**config.mk**
```make
export PLATFORM = sky130hd
export DESIGN_NAME = i2c_bit_watchdog
export DESIGN_NICKNAME = d
export VERILOG_FILES = /design/src/rtl/i2c_wdog_pkg.sv /design/src/rtl/scl_edge_sense.sv /design/src/rtl/bit_period_counter.sv /design/src/rtl/timeout_status.sv /design/src/rtl/i2c_bit_watchdog.sv
export SDC_FILE = /design/constraint.sdc
export NUM_CORES = 1
export LEC_CHECK = 0
export BUFFER_PORTS_ARGS = -buffer_cell sky130_fd_sc_hd__buf_2
export CORE_UTILIZATION = 40
export DETAILED_ROUTE_END_ITERATION = 8
export MAX_ROUTING_LAYER = met4
export PLACE_DENSITY_LB_ADDON = 0.1
export SYNTH_ARGS = -nofsm -noshare
export SYNTH_HDL_FRONTEND = slang
export SYNTH_HIERARCHICAL = 1
export SYNTH_SLANG_ARGS = --single-unit
```
**constraint.sdc**
```tcl
create_clock -name clk -period 3.2 [get_ports clk]
set_input_delay 0.32 -clock clk [delete_from_list [all_inputs] [get_ports clk]]
set_output_delay 0.32 -clock clk [all_outputs]
set_load 0.02 [all_outputs]
```
**src/rtl/i2c_wdog_pkg.sv**
```systemverilog
package i2c_wdog_pkg;
  localparam int unsigned WD_LIMIT_W = 20;
  localparam int unsigned WD_SYNC_N  = 2;

  typedef enum logic [1:0] {
    WD_HOLD    = 2'd0,
    WD_COUNT   = 2'd1,
    WD_EXPIRED = 2'd2
  } wd_state_e;
endpackage

```
**src/rtl/scl_edge_sense.sv**
```systemverilog
module scl_edge_sense #(
  parameter int unsigned SYNC_N = 2
) (
  input  logic clk,
  input  logic rst,
  input  logic scl_i,
  output logic edge_o
);
  logic [SYNC_N-1:0] chain_q;
  logic              prev_q;

  genvar g;
  generate
    for (g = 0; g < SYNC_N; g++) begin : g_sync
      if (g == 0) begin : g_first
        always_ff @(posedge clk) begin
          if (rst) chain_q[0] <= 1'b1;
          else     chain_q[0] <= scl_i;
        end
      end else begin : g_next
        always_ff @(posedge clk) begin
          if (rst) chain_q[g] <= 1'b1;
          else     chain_q[g] <= chain_q[g-1];
        end
      end
    end
  endgenerate

  always_ff @(posedge clk) begin
    if (rst) prev_q <= 1'b1;
    else     prev_q <= chain_q[SYNC_N-1];
  end

  assign edge_o = chain_q[SYNC_N-1] ^ prev_q;
endmodule

```
**src/rtl/bit_period_counter.sv**
```systemverilog
module bit_period_counter
  import i2c_wdog_pkg::*;
#(
  parameter int unsigned LIMIT_W = WD_LIMIT_W
) (
  input  logic               clk,
  input  logic               rst,
  input  logic               en_i,
  input  logic               act_i,
  input  logic               restart_i,
  input  logic [LIMIT_W-1:0] limit_i,
  output logic               fire_o,
  output wd_state_e          state_o
);
  logic [LIMIT_W-1:0] cnt_q;
  logic               run;
  logic               below;

  assign run     = en_i && act_i && !restart_i && (limit_i != '0);
  assign below   = cnt_q < limit_i;
  assign fire_o  = run && below && ((cnt_q + 1'b1) == limit_i);

  always_ff @(posedge clk) begin
    if (rst || !en_i || !act_i || restart_i) cnt_q <= '0;
    else if (run && below)                  cnt_q <= cnt_q + 1'b1;
  end

  always_comb begin
    if (!run)       state_o = WD_HOLD;
    else if (below) state_o = WD_COUNT;
    else            state_o = WD_EXPIRED;
  end

  // no count survives a disabled or idle cycle
  p_hold_idle_r7: assert property (@(posedge clk) disable iff (rst)
    (!en_i || !act_i) |=> (cnt_q == '0));
  // saturated counter never advances
  p_sat_hold_r4: assert property (@(posedge clk) disable iff (rst)
    (state_o == WD_EXPIRED && $stable(limit_i) && run) |=> $stable(cnt_q));
endmodule

```
**src/rtl/timeout_status.sv**
```systemverilog
module timeout_status (
  input  logic clk,
  input  logic rst,
  input  logic fire_i,
  input  logic clr_i,
  output logic flag_o,
  output logic pulse_o
);
  always_ff @(posedge clk) begin
    if (rst) begin
      flag_o  <= 1'b0;
      pulse_o <= 1'b0;
    end else begin
      pulse_o <= fire_i;
      if (fire_i)     flag_o <= 1'b1;
      else if (clr_i) flag_o <= 1'b0;
    end
  end

  // reset request lasts one cycle
  p_single_pulse_r4: assert property (@(posedge clk) disable iff (rst)
    pulse_o |=> !pulse_o);
  // flag accompanies the pulse
  p_flag_with_pulse_r5: assert property (@(posedge clk) disable iff (rst)
    pulse_o |-> flag_o);
  // flag is sticky until cleared
  p_flag_sticky_r5: assert property (@(posedge clk) disable iff (rst)
    (flag_o && !clr_i) |=> flag_o);
endmodule

```
**src/rtl/i2c_bit_watchdog.sv**
```systemverilog
module i2c_bit_watchdog
  import i2c_wdog_pkg::*;
#(
  parameter int unsigned LIMIT_W = WD_LIMIT_W,
  parameter int unsigned SYNC_N  = WD_SYNC_N
) (
  input  logic               clk,
  input  logic               rst,
  input  logic               en_i,
  input  logic               xfer_act_i,
  input  logic [LIMIT_W-1:0] limit_i,
  input  logic               scl_i,
  input  logic               tmo_clr_i,
  output logic               tmo_flag_o,
  output logic               ctl_rst_o
);
  logic      scl_edge;
  logic      fire;
  wd_state_e wd_state;

  scl_edge_sense #(.SYNC_N(SYNC_N)) u_edge (
    .clk(clk), .rst(rst), .scl_i(scl_i), .edge_o(scl_edge)
  );

  bit_period_counter #(.LIMIT_W(LIMIT_W)) u_cnt (
    .clk(clk), .rst(rst), .en_i(en_i), .act_i(xfer_act_i),
    .restart_i(scl_edge), .limit_i(limit_i),
    .fire_o(fire), .state_o(wd_state)
  );

  timeout_status u_stat (
    .clk(clk), .rst(rst), .fire_i(fire), .clr_i(tmo_clr_i),
    .flag_o(tmo_flag_o), .pulse_o(ctl_rst_o)
  );

  // zero limit never produces a reset request
  p_zero_limit_r6: assert property (@(posedge clk) disable iff (rst)
    ($past(limit_i) == '0) |-> !ctl_rst_o);
  // idle controller never gets a reset request
  p_idle_quiet_r8: assert property (@(posedge clk) disable iff (rst)
    (!$past(xfer_act_i) || !$past(en_i)) |-> !ctl_rst_o);
  // an expiry is only reported from the counting state
  p_fire_state_r4: assert property (@(posedge clk) disable iff (rst)
    fire |-> (wd_state == WD_COUNT));
endmodule

```
==> flow_summary.yaml, run 1 <==
synth:
  syn_nets: 328
  ys_warn_count: 6
  syn-cell-area_sq_mm: 0.00215
  avgSynthCellArea_sq_um: 7.67
  syn_inst: 281
route:
  wl_met2_mm: 2.28
  vias: 2016
  dr_wl_met3_um: 220
  top_layer_used: "met4"
  drc: 0
  avgViaCountPerCell: 5.39
  wl_per_cell_um: 14.6
  drt_wl_total_mm: 5.45
  wl_met1_mm: 2.89
  first_pass_iters: 4
  ant_nets: 0
  drtIter0Drc: 139
critical_path:
  max_stage_delay_ps: 520
  reg2regPathDepth: 8
  crit_chain: "ha_1, and3_1, a221o_1, a222oi_1, nand4_1, buf_4, or4_1, a21oi_1"
  cp.required_ps: 3400
  start_kind: "flop"
  r2r-end: "u_cnt/cnt_q[14]"
  cp.arrival_ps: 2990
  crit_type: "flop to flop"
  worstSetupEndpointType: "flop"
  cp-startpoint: "u_cnt/cnt_q[7]"
  reg2reg_from: "u_cnt/cnt_q[7]"
  crit_path_top_delay_cell: "or4_1"
  worstPathMaxFanout: 24
  r2r_setup_slack_ps: 410
outcome:
  outcome: "complete, no violations"
floorplanning:
  core_area_sq_mm: 0.00514
  initial_core_util_pct: 41.9
  fp.dieArea_sq_mm: 0.00568
  io_pins: 28
  rows: 26
  die_h_um: 75.4
  die_w_um: 75.4
sta:
  finalHoldViolations: 0
  finalCritPeriodShare_pct: 87.1
  holdWs_ps: 217
  grt_setup_unrepaired: "no"
  fmax_mhz: 359
  finalWorstSetupSlack_ps: 412
  slew_viol_final: 0
  period_minus_slack_ps: 2790
  worst_pin_slew_ps: 788
  relSlewSlack_pct: 47.5
  setup_viol: 0
  clock_skew_ps: 4.02
  fin_setup_tns_ps: 0
clock_tree:
  clkLatencyLatePin_ps: 280
  ctsHoldBuffers: 0
  cts_setup_buffers: 0
  cts_tree: "yes"
  htreeDepth: 1
  cts.clk_slew.worst_paths_ps: 100
  cts.sinks: 25
  cts-root-buf: "clkbuf_8"
  ctsResizeCount: 0
  clock_path_buffers: 2
  cts_buffers: 3
pwr:
  p_total_mw: 0.606
  peakVddDrop_mv: 0.185
  power_density_mw_per_mm2: 252
  p_leak_nw: 0.988
global_routing:
  track_usage_pct: 22.2
  grt_pass1_wl_mm: 9.27
  grt_start_max_net_pins: 25
  overflow: 0
  antenna_found_initial: 0
  grt_pass1_vias: 1906
place:
  place.gp.congestion: 0.826
  pre_cts_ws_ps: 401
  placedCellCount: 370
  dp_hpwl_mm: 4.20
  port-buffer-count: 27
final_layout:
  diodes: 0
  final_net_count: 352
  area_delta_synth_final_pct: 11.6
  drive_above_1_share_pct: 12.8
  instances_no_fill: 374
hold_path:
  worstHoldStart: "scl_i"
  hp-class: "input pin to flop"
  hold_depth: 2
  hold_path_end: "u_edge/chain_q[0]"
run:
  maxCapViolCount: 0
[worst max-delay path, delay by kind of cell, from the launching register on]
family	cells	cell delay [ps]
flops	1	470
simple gates	3	910
fa+ha+maj	1	290
buf+inv	1	250
compound gates	3	780
[per-stage QoR]
| step | cell area (sq um) | util (%) |
|---|---|---|
| floorplan | 2150 | - |
| global placement | 2360 | 45.9 |
| detailed placement | 2360 | 45.9 |
| CTS | 2400 | 46.8 |
| global route | 2400 | 46.8 |
| finish | 2400 | 46.8 |
[worst max path at each step]
stage                 endpoint  slack (ps)  cells after the start
5_1_grt        u_cnt/cnt_q[10]         230                      8
3_5_place_dp   u_cnt/cnt_q[14]         400                     10
3_3_place_gp   u_cnt/cnt_q[10]         470                     10
4_1_cts        u_cnt/cnt_q[14]         440                      8
6_report       u_cnt/cnt_q[14]         410                      8
2_1_floorplan  u_cnt/cnt_q[14]         520                     10
[placed cells by master (no fill, tap or decap), types with 7 or more instances in the layout]
cell type,instances
nor2_1,10
dfxtp_1,25
ha_1,21
nand3_1,7
xnor2_1,20
nor4_1,8
nand4_1,11
a21oi_1,28
buf_2,27
or3_1,19
inv_1,26
xor2_1,11
nand2_1,12
o21ai_0,20
[flip-flops by register name, indices dropped and copies added (netlist names)]
signal          cells
u_cnt/cnt_q        20
u_edge/chain_q      2
u_edge/prev_q       1
u_stat/flag_o       1
u_stat/pulse_o      1
[power by group]
group	switching, mW	internal (mW)
logic	0.0538	0.0397
clock network	0.112	0.0875
registers	0.000786	0.313
[metal layers]
| layer | vias to the layer above | GRT usage (%) |
|---|---|---|
| met1 | 911 | 31.9 |
| li1 | 1059 | - |
| met3 | 4 | 2.12 |
| met5 | - | - |
| met2 | 42 | 33.3 |
| met4 | 0 | 5.56 |
[cell type report]
class                   instances  area, sq um
well taps                      70         87.6
repair buffers                 31          165
clock buffers                   3         41.3
flip-flops and latches         25          500
clock inverters                 1         5.00
inverters                      26         97.6
multi-input cells             218         1510
fillers                       549         2740
No activity file was read; power rests on OpenSTA's default activity.
==> run 2: changes to the inputs <==
--- a/config.mk
+++ b/config.mk
@@ -6,6 +6,8 @@
 export NUM_CORES = 1
 export LEC_CHECK = 0
 export BUFFER_PORTS_ARGS = -buffer_cell sky130_fd_sc_hd__buf_2
+export CELL_PAD_IN_SITES_DETAIL_PLACEMENT = 0
+export CELL_PAD_IN_SITES_GLOBAL_PLACEMENT = 1
 export CORE_UTILIZATION = 40
 export DETAILED_ROUTE_END_ITERATION = 8
 export MAX_ROUTING_LAYER = met4
==> flow_summary.yaml, run 2 (synthesized netlist as in run 1, its figures left out) <==
route:
  ant_nets: 0
  drt_wl_total_mm: 5.59
  first_pass_iters: 4
  drc: 0
  drtIter0Drc: 182
  avgViaCountPerCell: 5.42
  wl_per_cell_um: 15.0
  vias: 2027
floorplanning:
  fp.dieArea_sq_mm: 0.00568
  rows: 26
  die_h_um: 75.4
  initial_core_util_pct: 41.9
  io_pins: 28
  core_area_sq_mm: 0.00514
  die_w_um: 75.4
critical_path:
  cp.arrival_ps: 2960
  worstPathMaxFanout: 22
  reg2regPathDepth: 8
  start_kind: "flop"
  r2r_setup_slack_ps: 440
  r2r-end: "u_cnt/cnt_q[10]"
  crit_type: "flop to flop"
  worstSetupEndpointType: "flop"
  reg2reg_from: "u_cnt/cnt_q[7]"
  cp.required_ps: 3400
pwr:
  peakVddDrop_mv: 0.123
  p_total_mw: 0.599
  p_leak_nw: 0.988
  power_density_mw_per_mm2: 249
clock_tree:
  htreeDepth: 1
  ctsResizeCount: 0
  cts.sinks: 25
  cts_tree: "yes"
  clkLatencyLatePin_ps: 270
  cts.clk_slew.worst_paths_ps: 90
  cts_buffers: 3
  cts_setup_buffers: 0
  ctsHoldBuffers: 0
  clock_path_buffers: 2
  cts-root-buf: "clkbuf_8"
final_layout:
  final_net_count: 352
  largest_reg_flops: 20
  area_delta_synth_final_pct: 11.6
  final_cell_mix: "28 x a21oi_1, 27 x buf_2, 26 x inv_1, 25 x dfxtp_1, 21 x ha_1"
  utilization_pct: 46.8
  largest_register: "u_cnt/cnt_q"
  drive_above_1_share_pct: 12.8
  mostFrequentLayoutCell: "a21oi_1"
  diodes: 0
  top_regs: "u_cnt/cnt_q (20), u_edge/chain_q (2)"
sta:
  relSlewSlack_pct: 49.4
  slew_viol_final: 0
  grt_setup_unrepaired: "no"
  finalCritPeriodShare_pct: 86.2
  finalHoldViolations: 0
  clock_skew_ps: 4.86
  setup_viol: 0
  worst_pin_slew_ps: 759
  fmax_mhz: 362
  fin_setup_tns_ps: 0
  period_minus_slack_ps: 2760
global_routing:
  grt_start_max_net_pins: 23
  grt_pass1_wl_mm: 9.05
  grt_pass1_vias: 1793
  overflow: 0
  track_usage_pct: 21.9
  antenna_found_initial: 0
hold_path:
  hold_depth: 2
  hold_path_end: "u_edge/chain_q[0]"
  hp-class: "input pin to flop"
  worstHoldStart: "scl_i"
place:
  dp_hpwl_mm: 4.35
  port-buffer-count: 27
  place.gp.congestion: 0.829
outcome:
  outcome: "complete, no violations"
run:
  maxCapViolCount: 0
[run 2: per-stage QoR]
| step | setup slack (ps) | area [sq um] | instances | hold slack, ps |
|---|---|---|---|---|
| 2_1_floorplan | 525 | 2150 | 281 | 382 |
| 3_3_place_gp | 449 | 2360 | 370 | 404 |
| 3_5_place_dp | 415 | 2360 | 370 | 400 |
| 4_1_cts | 482 | 2400 | 374 | 215 |
| 5_1_grt | 319 | 2400 | 374 | 208 |
| 6_report | 440 | 2400 | 374 | 218 |
[run 2: worst max-delay path by stage]
stage / start / end / slack [ps] / cells past startpoint
2_1_floorplan: limit_i[7] / u_cnt/cnt_q[14] / 520 / 10
3_3_place_gp: limit_i[7] / u_cnt/cnt_q[10] / 450 / 10
3_5_place_dp: limit_i[7] / u_cnt/cnt_q[10] / 410 / 10
4_1_cts: u_cnt/cnt_q[7] / u_cnt/cnt_q[10] / 480 / 8
5_1_grt: u_cnt/cnt_q[1] / u_stat/flag_o / 320 / 9
6_report: u_cnt/cnt_q[7] / u_cnt/cnt_q[10] / 440 / 8
[run 2: critical path, cell delays in order, from the launching register on]
cell      delay (ps)
dfxtp_1          480
ha_1             290
and3_1           200
a221o_1          310
a222oi_1         310
nand4_1          190
buf_4            250
or4_1            520
a21oi_1          140
[run 2: layout make-up]
type	count	area (sq um)
Fill cell	562	2740
Inverter	26	97.6
Tap cell	70	87.6
Clock inverter	1	5.00
Sequential cell	25	500
Clock buffer	3	41.3
Multi-Input combinational cell	218	1510
Timing Repair Buffer	31	165
[run 2: report_power, final]
group          switching, mW  internal (mW)
logic                 0.0535         0.0396
registers           0.000776          0.313
clock network          0.106         0.0872
total                  0.160          0.439
[run 2: layer usage]
layer | vias to the layer above | routed length [um] | track usage (%)
li1 | 1067 | - | -
met1 | 897 | 2900 | 34.1
met2 | 61 | 2350 | 30.5
met3 | 2 | 323 | 1.98
met4 | 0 | 22 | 4.32
met5 | - | 0 | -
